### config.mk
export PLATFORM = sky130hd
export DESIGN_NAME = seedflip_bist
export DESIGN_NICKNAME = d
export VERILOG_FILES = /design/src/rtl/seedflip_pkg.sv /design/src/rtl/sf_addr_seq.sv /design/src/rtl/sf_lfsr.sv /design/src/rtl/sf_check.sv /design/src/rtl/seedflip_bist.sv
export SDC_FILE = /design/constraint.sdc
export NUM_CORES = 1
export LEC_CHECK = 0
export BUFFER_PORTS_ARGS = -buffer_cell sky130_fd_sc_hd__buf_2
export CORE_MARGIN = 1.5
export CORE_UTILIZATION = 30
export DETAILED_ROUTE_END_ITERATION = 16
export HOLD_SLACK_MARGIN = 0.1
export PLACE_DENSITY = 0.61
export SLEW_MARGIN = 20
export SYNTH_ARGS = -nofsm -noshare
export SYNTH_HDL_FRONTEND = slang
export SYNTH_SLANG_ARGS = --single-unit
### constraint.sdc
create_clock -name clk -period 2.3 [get_ports clk]
set_input_delay 0.23 -clock clk [delete_from_list [all_inputs] [get_ports clk]]
set_output_delay 0.23 -clock clk [all_outputs]
set_load 0.01 [all_outputs]
### src/rtl/seedflip_pkg.sv
package seedflip_pkg;

  typedef enum logic [1:0] {
    ST_IDLE  = 2'd0,
    ST_WRITE = 2'd1,
    ST_READ  = 2'd2,
    ST_DRAIN = 2'd3
  } sf_state_e;

  // seed-count code -> number of seeds (unused code behaves as two seeds)
  function automatic logic [3:0] seeds_for(logic [1:0] code);
    case (code)
      2'd1:    return 4'd4;
      2'd2:    return 4'd8;
      default: return 4'd2;
    endcase
  endfunction

endpackage

### src/rtl/sf_addr_seq.sv
module sf_addr_seq #(
  parameter int ADDR_W = 8
) (
  input  logic              clk,
  input  logic              rst_n,
  input  logic              clear,
  input  logic              step_wr,
  input  logic              step_rd,
  input  logic [2:0]        seed_max,
  output logic [ADDR_W-1:0] addr,
  output logic              last_wr,
  output logic              last_rd
);
  localparam int JW = $clog2(ADDR_W + 1);
  localparam logic [JW-1:0] J_TOP = JW'(ADDR_W);

  logic [2:0]    s_q;
  logic [JW-1:0] j_q;

  // background word for seed index
  function automatic logic [ADDR_W-1:0] seed_word(logic [2:0] idx);
    logic [ADDR_W-1:0] w;
    for (int i = 0; i < ADDR_W; i++) begin
      case (idx)
        3'd0: w[i] = 1'b0;
        3'd1: w[i] = 1'b1;
        3'd2: w[i] = (i < ADDR_W / 2);
        3'd3: w[i] = (i >= ADDR_W / 2);
        3'd4: w[i] = ((i % 4) < 2);
        3'd5: w[i] = ((i % 4) >= 2);
        3'd6: w[i] = ((i % 2) == 0);
        default: w[i] = ((i % 2) == 1);
      endcase
    end
    return w;
  endfunction

  // slot 0 is the seed itself, slot j>0 inverts bit j-1
  function automatic logic [ADDR_W-1:0] flip_mask(logic [JW-1:0] slot);
    logic [ADDR_W-1:0] m;
    for (int i = 0; i < ADDR_W; i++) m[i] = (int'(slot) == i + 1);
    return m;
  endfunction

  assign addr    = seed_word(s_q) ^ flip_mask(j_q);
  assign last_wr = (s_q == seed_max) && (j_q == J_TOP);
  assign last_rd = (s_q == 3'd0) && (j_q == '0);

  always_ff @(posedge clk or negedge rst_n) begin
    if (!rst_n) begin
      s_q <= '0;
      j_q <= '0;
    end else if (clear) begin
      s_q <= '0;
      j_q <= '0;
    end else if (step_wr) begin
      if (j_q == J_TOP) begin
        j_q <= '0;
        s_q <= s_q + 3'd1;
      end else begin
        j_q <= j_q + 1'b1;
      end
    end else if (step_rd) begin
      if (j_q == '0) begin
        j_q <= J_TOP;
        s_q <= s_q - 3'd1;
      end else begin
        j_q <= j_q - 1'b1;
      end
    end
  end

  a_r3_slot_range: assert property (@(posedge clk) disable iff (!rst_n)
    j_q <= J_TOP) else $error("slot index beyond address width");

endmodule

### src/rtl/sf_lfsr.sv
module sf_lfsr #(
  parameter int          W    = 16,
  parameter logic [W-1:0] INIT = W'(16'hACE1)
) (
  input  logic         clk,
  input  logic         rst_n,
  input  logic         load,
  input  logic         fwd,
  input  logic         back,
  output logic [W-1:0] value,
  output logic [W-1:0] prev
);
  function automatic logic [W-1:0] bit_at(int pos);
    return {{(W-1){1'b0}}, 1'b1} << pos;
  endfunction

  function automatic logic [W-1:0] tap_mask();
    case (W)
      8:  return bit_at(7)  | bit_at(5)  | bit_at(4)  | bit_at(3);
      16: return bit_at(15) | bit_at(13) | bit_at(12) | bit_at(10);
      24: return bit_at(23) | bit_at(22) | bit_at(21) | bit_at(16);
      32: return bit_at(31) | bit_at(21) | bit_at(1)  | bit_at(0);
      default: return bit_at(W-1) | bit_at(W-2);
    endcase
  endfunction

  localparam logic [W-1:0] TAP = tap_mask();

  function automatic logic [W-1:0] step_fwd(logic [W-1:0] x);
    return {x[W-2:0], ^(x & TAP)};
  endfunction

  // inverse of step_fwd: top tap is always set, so the lost bit is recoverable
  function automatic logic [W-1:0] step_back(logic [W-1:0] y);
    logic [W-1:0] x;
    x[W-2:0] = y[W-1:1];
    x[W-1]   = y[0] ^ (^(x[W-2:0] & TAP[W-2:0]));
    return x;
  endfunction

  logic [W-1:0] r_q;

  assign value = r_q;
  assign prev  = step_back(r_q);

  always_ff @(posedge clk or negedge rst_n) begin
    if (!rst_n)     r_q <= INIT;
    else if (load)  r_q <= INIT;
    else if (fwd)   r_q <= step_fwd(r_q);
    else if (back)  r_q <= prev;
  end

  a_r4_nonzero: assert property (@(posedge clk) disable iff (!rst_n)
    r_q != '0) else $error("pattern register reached the lock-up state");

endmodule

### src/rtl/sf_check.sv
module sf_check #(
  parameter int ADDR_W = 8,
  parameter int DATA_W = 16
) (
  input  logic              clk,
  input  logic              rst_n,
  input  logic              clear,
  input  logic              issue,
  input  logic [ADDR_W-1:0] issue_addr,
  input  logic [DATA_W-1:0] issue_exp,
  input  logic [DATA_W-1:0] rdata,
  output logic              fail,
  output logic [ADDR_W-1:0] fail_addr,
  output logic [DATA_W-1:0] fail_exp,
  output logic [DATA_W-1:0] fail_got
);
  logic              pend_q;
  logic [ADDR_W-1:0] addr_q;
  logic [DATA_W-1:0] exp_q;
  logic              fail_q;
  logic [ADDR_W-1:0] fa_q;
  logic [DATA_W-1:0] fe_q, fg_q;
  logic              mismatch;
  logic              capture;

  assign mismatch = pend_q && (rdata != exp_q);
  assign capture  = mismatch && !fail_q;

  always_ff @(posedge clk or negedge rst_n) begin
    if (!rst_n) begin
      pend_q <= 1'b0;
      addr_q <= '0;
      exp_q  <= '0;
    end else begin
      pend_q <= issue;
      if (issue) begin
        addr_q <= issue_addr;
        exp_q  <= issue_exp;
      end
    end
  end

  always_ff @(posedge clk or negedge rst_n) begin
    if (!rst_n) begin
      fail_q <= 1'b0;
      fa_q   <= '0;
      fe_q   <= '0;
      fg_q   <= '0;
    end else if (clear) begin
      fail_q <= 1'b0;
    end else if (capture) begin
      fail_q <= 1'b1;
      fa_q   <= addr_q;
      fe_q   <= exp_q;
      fg_q   <= rdata;
    end
  end

  assign fail      = fail_q;
  assign fail_addr = fa_q;
  assign fail_exp  = fe_q;
  assign fail_got  = fg_q;

  a_r7_first_held: assert property (@(posedge clk) disable iff (!rst_n)
    fail_q && !clear |=> fail_q && $stable(fa_q) && $stable(fe_q) && $stable(fg_q))
    else $error("first-failure record changed");

endmodule

### src/rtl/seedflip_bist.sv
module seedflip_bist #(
  parameter int                ADDR_W    = 8,
  parameter int                DATA_W    = 16,
  parameter logic [DATA_W-1:0] LFSR_INIT = DATA_W'(16'hACE1)
) (
  input  logic              clk,
  input  logic              rst_n,
  input  logic              start,
  input  logic [1:0]        seed_sel,
  output logic              ram_en,
  output logic              ram_we,
  output logic [ADDR_W-1:0] ram_addr,
  output logic [DATA_W-1:0] ram_wdata,
  input  logic [DATA_W-1:0] ram_rdata,
  output logic              busy,
  output logic              done,
  output logic              fail,
  output logic [ADDR_W-1:0] fail_addr,
  output logic [DATA_W-1:0] fail_exp,
  output logic [DATA_W-1:0] fail_got
);
  import seedflip_pkg::*;

  sf_state_e         state_q;
  logic [2:0]        seed_max_q;
  logic              done_q;
  logic              start_acc;
  logic              in_wr, in_rd;
  logic              last_wr, last_rd;
  logic [ADDR_W-1:0] seq_addr;
  logic [DATA_W-1:0] pat_now, pat_prev;

  assign start_acc = (state_q == ST_IDLE) && start;
  assign in_wr     = (state_q == ST_WRITE);
  assign in_rd     = (state_q == ST_READ);

  always_ff @(posedge clk or negedge rst_n) begin
    if (!rst_n) begin
      state_q    <= ST_IDLE;
      seed_max_q <= '0;
      done_q     <= 1'b0;
    end else begin
      done_q <= (state_q == ST_DRAIN);
      case (state_q)
        ST_IDLE: if (start_acc) begin
          state_q    <= ST_WRITE;
          seed_max_q <= 3'(seeds_for(seed_sel) - 4'd1);
        end
        ST_WRITE: if (last_wr) state_q <= ST_READ;
        ST_READ:  if (last_rd) state_q <= ST_DRAIN;
        default:  state_q <= ST_IDLE;
      endcase
    end
  end

  sf_addr_seq #(.ADDR_W(ADDR_W)) u_seq (
    .clk      (clk),
    .rst_n    (rst_n),
    .clear    (start_acc),
    .step_wr  (in_wr && !last_wr),
    .step_rd  (in_rd && !last_rd),
    .seed_max (seed_max_q),
    .addr     (seq_addr),
    .last_wr  (last_wr),
    .last_rd  (last_rd)
  );

  sf_lfsr #(.W(DATA_W), .INIT(LFSR_INIT)) u_pat (
    .clk   (clk),
    .rst_n (rst_n),
    .load  (start_acc),
    .fwd   (in_wr),
    .back  (in_rd),
    .value (pat_now),
    .prev  (pat_prev)
  );

  sf_check #(.ADDR_W(ADDR_W), .DATA_W(DATA_W)) u_chk (
    .clk        (clk),
    .rst_n      (rst_n),
    .clear      (start_acc),
    .issue      (in_rd),
    .issue_addr (seq_addr),
    .issue_exp  (pat_prev),
    .rdata      (ram_rdata),
    .fail       (fail),
    .fail_addr  (fail_addr),
    .fail_exp   (fail_exp),
    .fail_got   (fail_got)
  );

  assign ram_en    = in_wr || in_rd;
  assign ram_we    = in_wr;
  assign ram_addr  = seq_addr;
  assign ram_wdata = pat_now;
  assign busy      = (state_q != ST_IDLE);
  assign done      = done_q;

  a_r8_done_pulse: assert property (@(posedge clk) disable iff (!rst_n)
    done_q |=> !done_q) else $error("done longer than one cycle");

  a_r8_done_after_busy: assert property (@(posedge clk) disable iff (!rst_n)
    done_q |-> !busy && $past(busy)) else $error("done not at end of a run");

  a_r9_start_ignored: assert property (@(posedge clk) disable iff (!rst_n)
    busy && start |=> $stable(seed_max_q)) else $error("seed count changed while busy");

  a_r5_no_write_after_read: assert property (@(posedge clk) disable iff (!rst_n)
    in_rd |=> !ram_we) else $error("write issued during read pass");

endmodule

==> results.sh, run 1 <==
export IMPL_status="finished clean"
export IMPL_wl_um=10600
export IMPL_htree_levels=3
export IMPL_routed_top_layer="met4"
export IMPL_antenna_found_initial=0
export IMPL_grt_max_degree=71
export IMPL_cts_root_buf="clkbuf_16"
export IMPL_yosysMostFrequentCell="dfrtp_1"
export IMPL_route_met2_wl_um=5130
export IMPL_cp_data_arrival_time_ns=1.97
export IMPL_rsz0062_at_grt="true"
export IMPL_async_reset_ff_share_pct=100
export IMPL_min_path_type="in -> reg"
export IMPL_crit_path_max_fanout=6
export IMPL_holdPathEnd="u_chk.fail_got[14]$_DFFE_PN0P_"
export IMPL_vias_per_cell=4.61
export IMPL_synth_area_leaders="dfrtp_1 45%, mux2_1 9.3%, xnor2_1 5.3%"
export IMPL_slowest_stage="dfrtp_2"
export IMPL_period_share_pct=95.4
export IMPL_critical_path_class="reg -> out"
export IMPL_drtIter0Drc=139
export IMPL_detail_route_wl_per_cell_um=14.6
export IMPL_die_h_um=130
export IMPL_synth_top_area_cell="dfrtp_1"
export IMPL_cap_violations=0
export IMPL_postLayoutCoreUtil_pct=36.4
export IMPL_rows=46
export IMPL_drc_errors=0
export IMPL_cts_tree="built"
export IMPL_cp_required_ns=2.07
export IMPL_die_w_um=130
export IMPL_gp_congestion=0.798
export IMPL_dpl_cell_area_mm2=0.00542
export IMPL_ys_top_cells_by_count="87 x dfrtp_1, 40 x mux2_1, 39 x nand2_1"
export IMPL_clkLatencyLatePin_ns=0.35
export IMPL_clkTransAtPathRegs_ns=0.07
export IMPL_p_leak_nw=2.66
export IMPL_r2r_start="u_seq.j_q[0]$_DFFE_PN0P_"
export IMPL_synthCells=433
export IMPL_maxSlewHeadroom_pct=52.9
export IMPL_ys_ff_latch=95
export IMPL_post_cts_buffers=0
export IMPL_final_area_mm2=0.00576
export IMPL_areaGrowthSynthToFinish_pct=19.2
export IMPL_synth_nets=472
export IMPL_grt_first_pass_wirelength_um=16900
export IMPL_gr_total_overflow=0
export IMPL_cts_sinks=95
export IMPL_seq_area_mm2=0.00239
export IMPL_hpwl_um=7940
export IMPL_drt_pass1_iterations=4
export IMPL_cp_start_kind="flop"
export IMPL_min_period_ns=2.20
export IMPL_ys_warn_count=0
export IMPL_syn_cell_area_mm2=0.00483
export IMPL_pin_count=90
export IMPL_multi_input_comb_area_mm2=0.00215
export IMPL_power_mw=9.24
export IMPL_rr_worst_depth=7
export IMPL_max_stage_delay_ns=0.42
export IMPL_numCtsBuffers=9
export IMPL_met3_length_um=679
export IMPL_synth_area_per_cell_um2=11.2
export IMPL_reg2reg_setup_slack_ns=0.16
export IMPL_n_antenna_cell=0
export IMPL_core_mm2=0.0158
export IMPL_yosys_area_top_type_share_pct=45.0
export IMPL_fin_skew_ns=0.0107
export IMPL_initial_core_util_pct=30.5
export IMPL_fillCellCount=1551
export IMPL_r2r_end="state_q[1]$_DFFE_PN0P_"
export IMPL_power_per_cell_area_mw_per_mm2=1600
export IMPL_groute_usage_overall_pct=13.0
export IMPL_synth_edf_count=0
export IMPL_finalNetCount=546
export IMPL_setup_viol=0
export IMPL_synth_seq_area_share_pct=49.4
export IMPL_cp_cell_sequence="inv_1, ha_1, nor2b_1, a211oi_2, xor2_1, buf_2"
export IMPL_worstHoldPathCells=2
export IMPL_grt_pass1_vias=3264
export IMPL_vias=3355
export IMPL_slew_viol_final=0
export IMPL_synthFlopType="dfrtp_1"
export IMPL_cts_path_max_buffers=2
export IMPL_drt_met1_wl_um=4730
export IMPL_irDropWorstVdd_v=0.000476
export IMPL_cp_end_kind="output pin"
export IMPL_synthDistinctLibCells=46
export IMPL_io_buffers=89
export IMPL_drive_gt1_share_pct=29.3
export IMPL_die_area_mm2=0.0169
export IMPL_hold_viol_final=0
export IMPL_min_delay_start="ram_rdata[14]"
export IMPL_drtAntennaViolNets=0
export IMPL_worst_pin_slew_ns=0.705
export IMPL_fmax_ghz=0.456
registers in the layout (all words and copies together), names as in the netlist, 3 cells and up:
register	flops
u_chk.addr_q	8
u_seq.s_q	3
u_chk.fail_exp	16
u_chk.fail_got	16
u_chk.fail_addr	8
u_chk.exp_q	16
u_seq.j_q	4
u_pat.value	16
seed_max_q	3
per-stage QoR:
step	cells	hold WS, ns	setup slack, ns	setup TNS, ns
finish	728	0.123	0.105	0
global route	728	0.126	-0.000389	-0.000389
CTS	728	0.113	0.0188	0
detailed placement	711	0.162	0.0856	0
global placement	711	0.155	0.114	0
floorplan	433	-0.0656	0.174	0
cells by family after synthesis:
kind of cell    synth area share, %
buf+inv                        6.81
flops                          49.4
xor+xnor                       6.52
fa+ha+maj                      4.66
compound gates                 8.54
mux                            15.6
simple gates                   8.54
layout make-up:
class	count	area share, %
sequential	95	41.5
inverter	26	1.69
clock inverter	7	1.45
timing repair buffer	99	9.55
clock buffer	9	3.91
multi-input combinational	276	37.2
tap	216	4.69
placed cells by master, fill, tap and decap left out, types with 3 or more instances in the layout:
master     count
a31oi_1        3
nor3_1         4
dfrtp_1       85
xor2_1         7
buf_2         88
dfstp_2        8
nor2b_1        3
nand4_1        5
mux2_1        40
a211oi_2       3
o21ai_0       30
xnor2_1       29
buf_4          8
ha_1          16
and2_1         3
nor2_1        19
mux2i_1       14
clkbuf_16      9
inv_8          3
nand3_1        4
nand2_1       39
inv_1         24
mux2_2        13
a21oi_1       15
how the worst max path moves through the flow:
| stage | startpoint | end | depth (start not counted) |
|---|---|---|---|
| after CTS | u_seq.s_q[0]$_DFFE_PN0P_ | ram_addr[6] | 6 |
| after detailed placement | u_seq.j_q[0]$_DFFE_PN0P_ | state_q[1]$_DFFE_PN0P_ | 7 |
| after floorplan | u_seq.j_q[0]$_DFFE_PN0P_ | state_q[1]$_DFFE_PN0P_ | 8 |
| final | u_seq.s_q[1]$_DFFE_PN0P_ | ram_addr[0] | 6 |
| after global placement | u_seq.j_q[0]$_DFFE_PN0P_ | state_q[1]$_DFFE_PN0P_ | 7 |
| after global routing | u_seq.s_q[0]$_DFFE_PN0P_ | ram_addr[6] | 6 |
routing by layer:
layer | track usage, % | up-vias
li1 | - | 1620
met1 | 16.3 | 1638
met2 | 21.7 | 88
met3 | 4.26 | 9
met4 | 3.14 | 0
met5 | 0 | -
power by group:
group          switching, mW  internal [mW]  leakage (nW)
Clock                  0.731          0.779         0.151
Sequential             0.732           2.56          1.13
Combinational           2.37           2.07          1.38
Total                   3.83           5.41          2.66
worst max-delay path: cells and delay by family, from the launching register on:
family	cells	cell delay, ns
flops	1	0.42
buf+inv	2	0.29
xor+xnor	1	0.27
fa+ha+maj	1	0.26
compound gates	1	0.22
simple gates	1	0.17
what timing repair did:
item                                    in CTS  in global routing
gates resized for setup                      1                  8
endpoints found under the hold margin       25                  0
endpoints found under the setup margin       1                  9
pin swaps                                    0                  2
hold buffers                                 1                  0
No activity file was read; power rests on OpenSTA's default activity.
==> inputs of run 2 (changes only) <==
PLACE_DENSITY = 0.45   (was 0.61)
clock period = 2.35 ns   (was 2.3 ns; I/O delays follow)
==> run 2 against run 1 <==
  * Sequential power decreased by 2%
  * Critical path depth unchanged
  * First-iteration DRC count decreased by 6.5%
  * Non-clock buffer count increased by 2
  * Count of clock-buffer cells in the layout unchanged
  * Cell area increased by 0.20%
  * Worst hold slack about the same
  * Critical path type unchanged
  * Critical endpoint is now ram_addr[5]
  * Largest cell class unchanged
==> results.sh, run 2 (synthesis results as in run 1) <==
export IMPL_status="finished clean"
export IMPL_p_leak_nw=2.67
export IMPL_cts_path_max_buffers=2
export IMPL_groute_usage_overall_pct=13.8
export IMPL_fin_skew_ns=0.00620
export IMPL_antenna_found_initial=0
export IMPL_whs_ns=0.124
export IMPL_holdPathEnd="u_chk.fail_got[14]$_DFFE_PN0P_"
export IMPL_pin_count=90
export IMPL_hold_viol_final=0
export IMPL_postLayoutCoreUtil_pct=36.5
export IMPL_vias_per_cell=4.60
export IMPL_min_delay_start="ram_rdata[14]"
export IMPL_power_frac_seq_pct=35.7
export IMPL_core_mm2=0.0158
export IMPL_clkLatencyLatePin_ns=0.35
export IMPL_min_path_type="in -> reg"
export IMPL_reg2reg_setup_slack_ns=0.19
export IMPL_numCtsBuffers=9
export IMPL_fillCellCount=1611
export IMPL_power_internal_mw=5.36
export IMPL_hpwl_um=8030
export IMPL_n_antenna_cell=0
export IMPL_cap_violations=0
export IMPL_min_period_ns=2.30
export IMPL_cp_cell_sequence="inv_1, ha_1, nor2b_1, a211oi_1, xnor2_1, buf_2"
export IMPL_worst_pin_slew_ns=0.722
export IMPL_areaGrowthSynthToFinish_pct=19.5
export IMPL_die_area_mm2=0.0169
export IMPL_die_w_um=130
export IMPL_wl_um=11000
export IMPL_grt_first_pass_wirelength_um=17600
export IMPL_cp_data_arrival_time_ns=2.06
export IMPL_gp_congestion=0.807
export IMPL_htree_levels=3
export IMPL_swShare_pct=40.5
export IMPL_slowest_stage="dfrtp_1"
export IMPL_fin_tns_setup_ns=0
export IMPL_drive_gt1_share_pct=28.8
export IMPL_r2r_end="state_q[1]$_DFFE_PN0P_"
export IMPL_fin_ws_ns=0.0528
export IMPL_slew_viol_final=0
export IMPL_cp_start_kind="flop"
export IMPL_net_switching_power_mw=3.65
export IMPL_rr_worst_depth=7
export IMPL_r2r_start="u_seq.j_q[0]$_DFFE_PN0P_"
export IMPL_drc_errors=0
export IMPL_setup_viol=0
export IMPL_drt_pass1_iterations=4
export IMPL_stdcell_count=730
export IMPL_clkTransAtPathRegs_ns=0.07
export IMPL_maxSlewHeadroom_pct=51.7
export IMPL_irDropWorstVdd_v=0.000459
export IMPL_cp_end_kind="output pin"
export IMPL_cp_required_ns=2.12
export IMPL_worstHoldPathCells=2
export IMPL_fmax_ghz=0.435
export IMPL_grt_max_degree=50
export IMPL_rows=46
export IMPL_cts_tree="built"
export IMPL_io_buffers=89
export IMPL_vias=3358
export IMPL_die_h_um=130
export IMPL_max_stage_delay_ns=0.43
export IMPL_multi_input_comb_area_mm2=0.00213
export IMPL_drtIter0Drc=130
export IMPL_power_per_cell_area_mw_per_mm2=1560
export IMPL_drtAntennaViolNets=0
export IMPL_combPwrFrac_pct=47.8
export IMPL_gr_total_overflow=0
export IMPL_initial_core_util_pct=30.5
export IMPL_critical_path_class="reg -> out"
export IMPL_pwr_share_clk_pct=16.5
export IMPL_cts_root_buf="clkbuf_16"
export IMPL_post_cts_buffers=0
export IMPL_layout_commonest_cell="buf_2"
export IMPL_cts_sinks=95
export IMPL_seq_area_mm2=0.00239
export IMPL_period_share_pct=97.8
export IMPL_finalNetCount=548
export IMPL_detail_route_wl_per_cell_um=15.0
export IMPL_rsz0062_at_grt="true"
export IMPL_place_inst=713
export IMPL_crit_path_max_fanout=5
export IMPL_grt_pass1_vias=3338
export IMPL_layout_common_cells="88 x buf_2, 85 x dfrtp_1, 40 x mux2_1"
export IMPL_dp_slack_ns=0.122
[run 2: cell count changes in the layout (fill, tap and decap cells not counted), moves of 2 or more]
cell / previous run / this run
clkinv_8: 2 / 0
a211oi_2: 3 / 1
a211oi_1: 2 / 4
inv_8: 3 / 0
buf_12: 2 / 4
clkinvlp_4: 0 / 2
clkinv_2: 0 / 2
[run 2: final cells by class]
| type | count | area share [%] |
|---|---|---|
| inverters | 26 | 1.69 |
| flip-flops and latches | 95 | 41.4 |
| multi-input cells | 276 | 36.9 |
| repair buffers | 101 | 10.2 |
| clock inverters | 7 | 1.26 |
| clock buffers | 9 | 3.90 |
| well taps | 216 | 4.68 |
[run 2: worst max-delay path by stage]
stage | startpoint | to | slack (ns) | cells past startpoint
after floorplan | u_seq.j_q[0]$_DFFE_PN0P_ | state_q[1]$_DFFE_PN0P_ | 0.22 | 8
after global placement | u_seq.j_q[0]$_DFFE_PN0P_ | state_q[1]$_DFFE_PN0P_ | 0.15 | 7
after detailed placement | u_seq.j_q[0]$_DFFE_PN0P_ | state_q[1]$_DFFE_PN0P_ | 0.12 | 7
after CTS | u_seq.s_q[0]$_DFFE_PN0P_ | ram_addr[6] | 0.01 | 6
after global routing | u_seq.s_q[1]$_DFFE_PN0P_ | ram_addr[0] | -0.08 | 6
final | u_seq.s_q[0]$_DFFE_PN0P_ | ram_addr[5] | 0.05 | 6
[run 2: metal layers]
layer	track usage [%]	part of all wire (%)
met1	17.8	47
met5	0	0
met2	21.8	46
met3	3.32	4.5
met4	6.67	2.1
[run 2: per-stage QoR]
step                      instance area (µm²)  power [mW]
final                                    5780        9.02
after global placement                   5460        7.53
after detailed placement                 5460        7.64
after floorplan                          4830        6.26
after CTS                                5770        9.18
after global routing                     5780        9.80
[run 2: power by group through the flow]
stage | Clock, mW | Combinational [mW] | Sequential [mW]
finish | 1.49 | 4.31 | 3.22
global route | 1.60 | 4.84 | 3.35
CTS | 1.55 | 4.39 | 3.24
detailed placement | 0 | 4.37 | 3.26
global placement | 0 | 4.30 | 3.24
floorplan | 0 | 3.07 | 3.19
[run 2: worst max-delay path, delay by kind of cell (launching register included)]
family | cells | cell delay, ns
compound gates | 1 | 0.10
xor+xnor | 1 | 0.23
fa+ha+maj | 1 | 0.26
buf+inv | 2 | 0.36
flops | 1 | 0.43
simple gates | 1 | 0.33
[run 2: repair_timing]
item                                   4_1_cts  5_1_grt
resized for setup                            1        3
endpoints found under the hold margin       22        0
hold buffers                                 1        0
setup endpoints to repair                    1        6
pin swaps                                    1        0
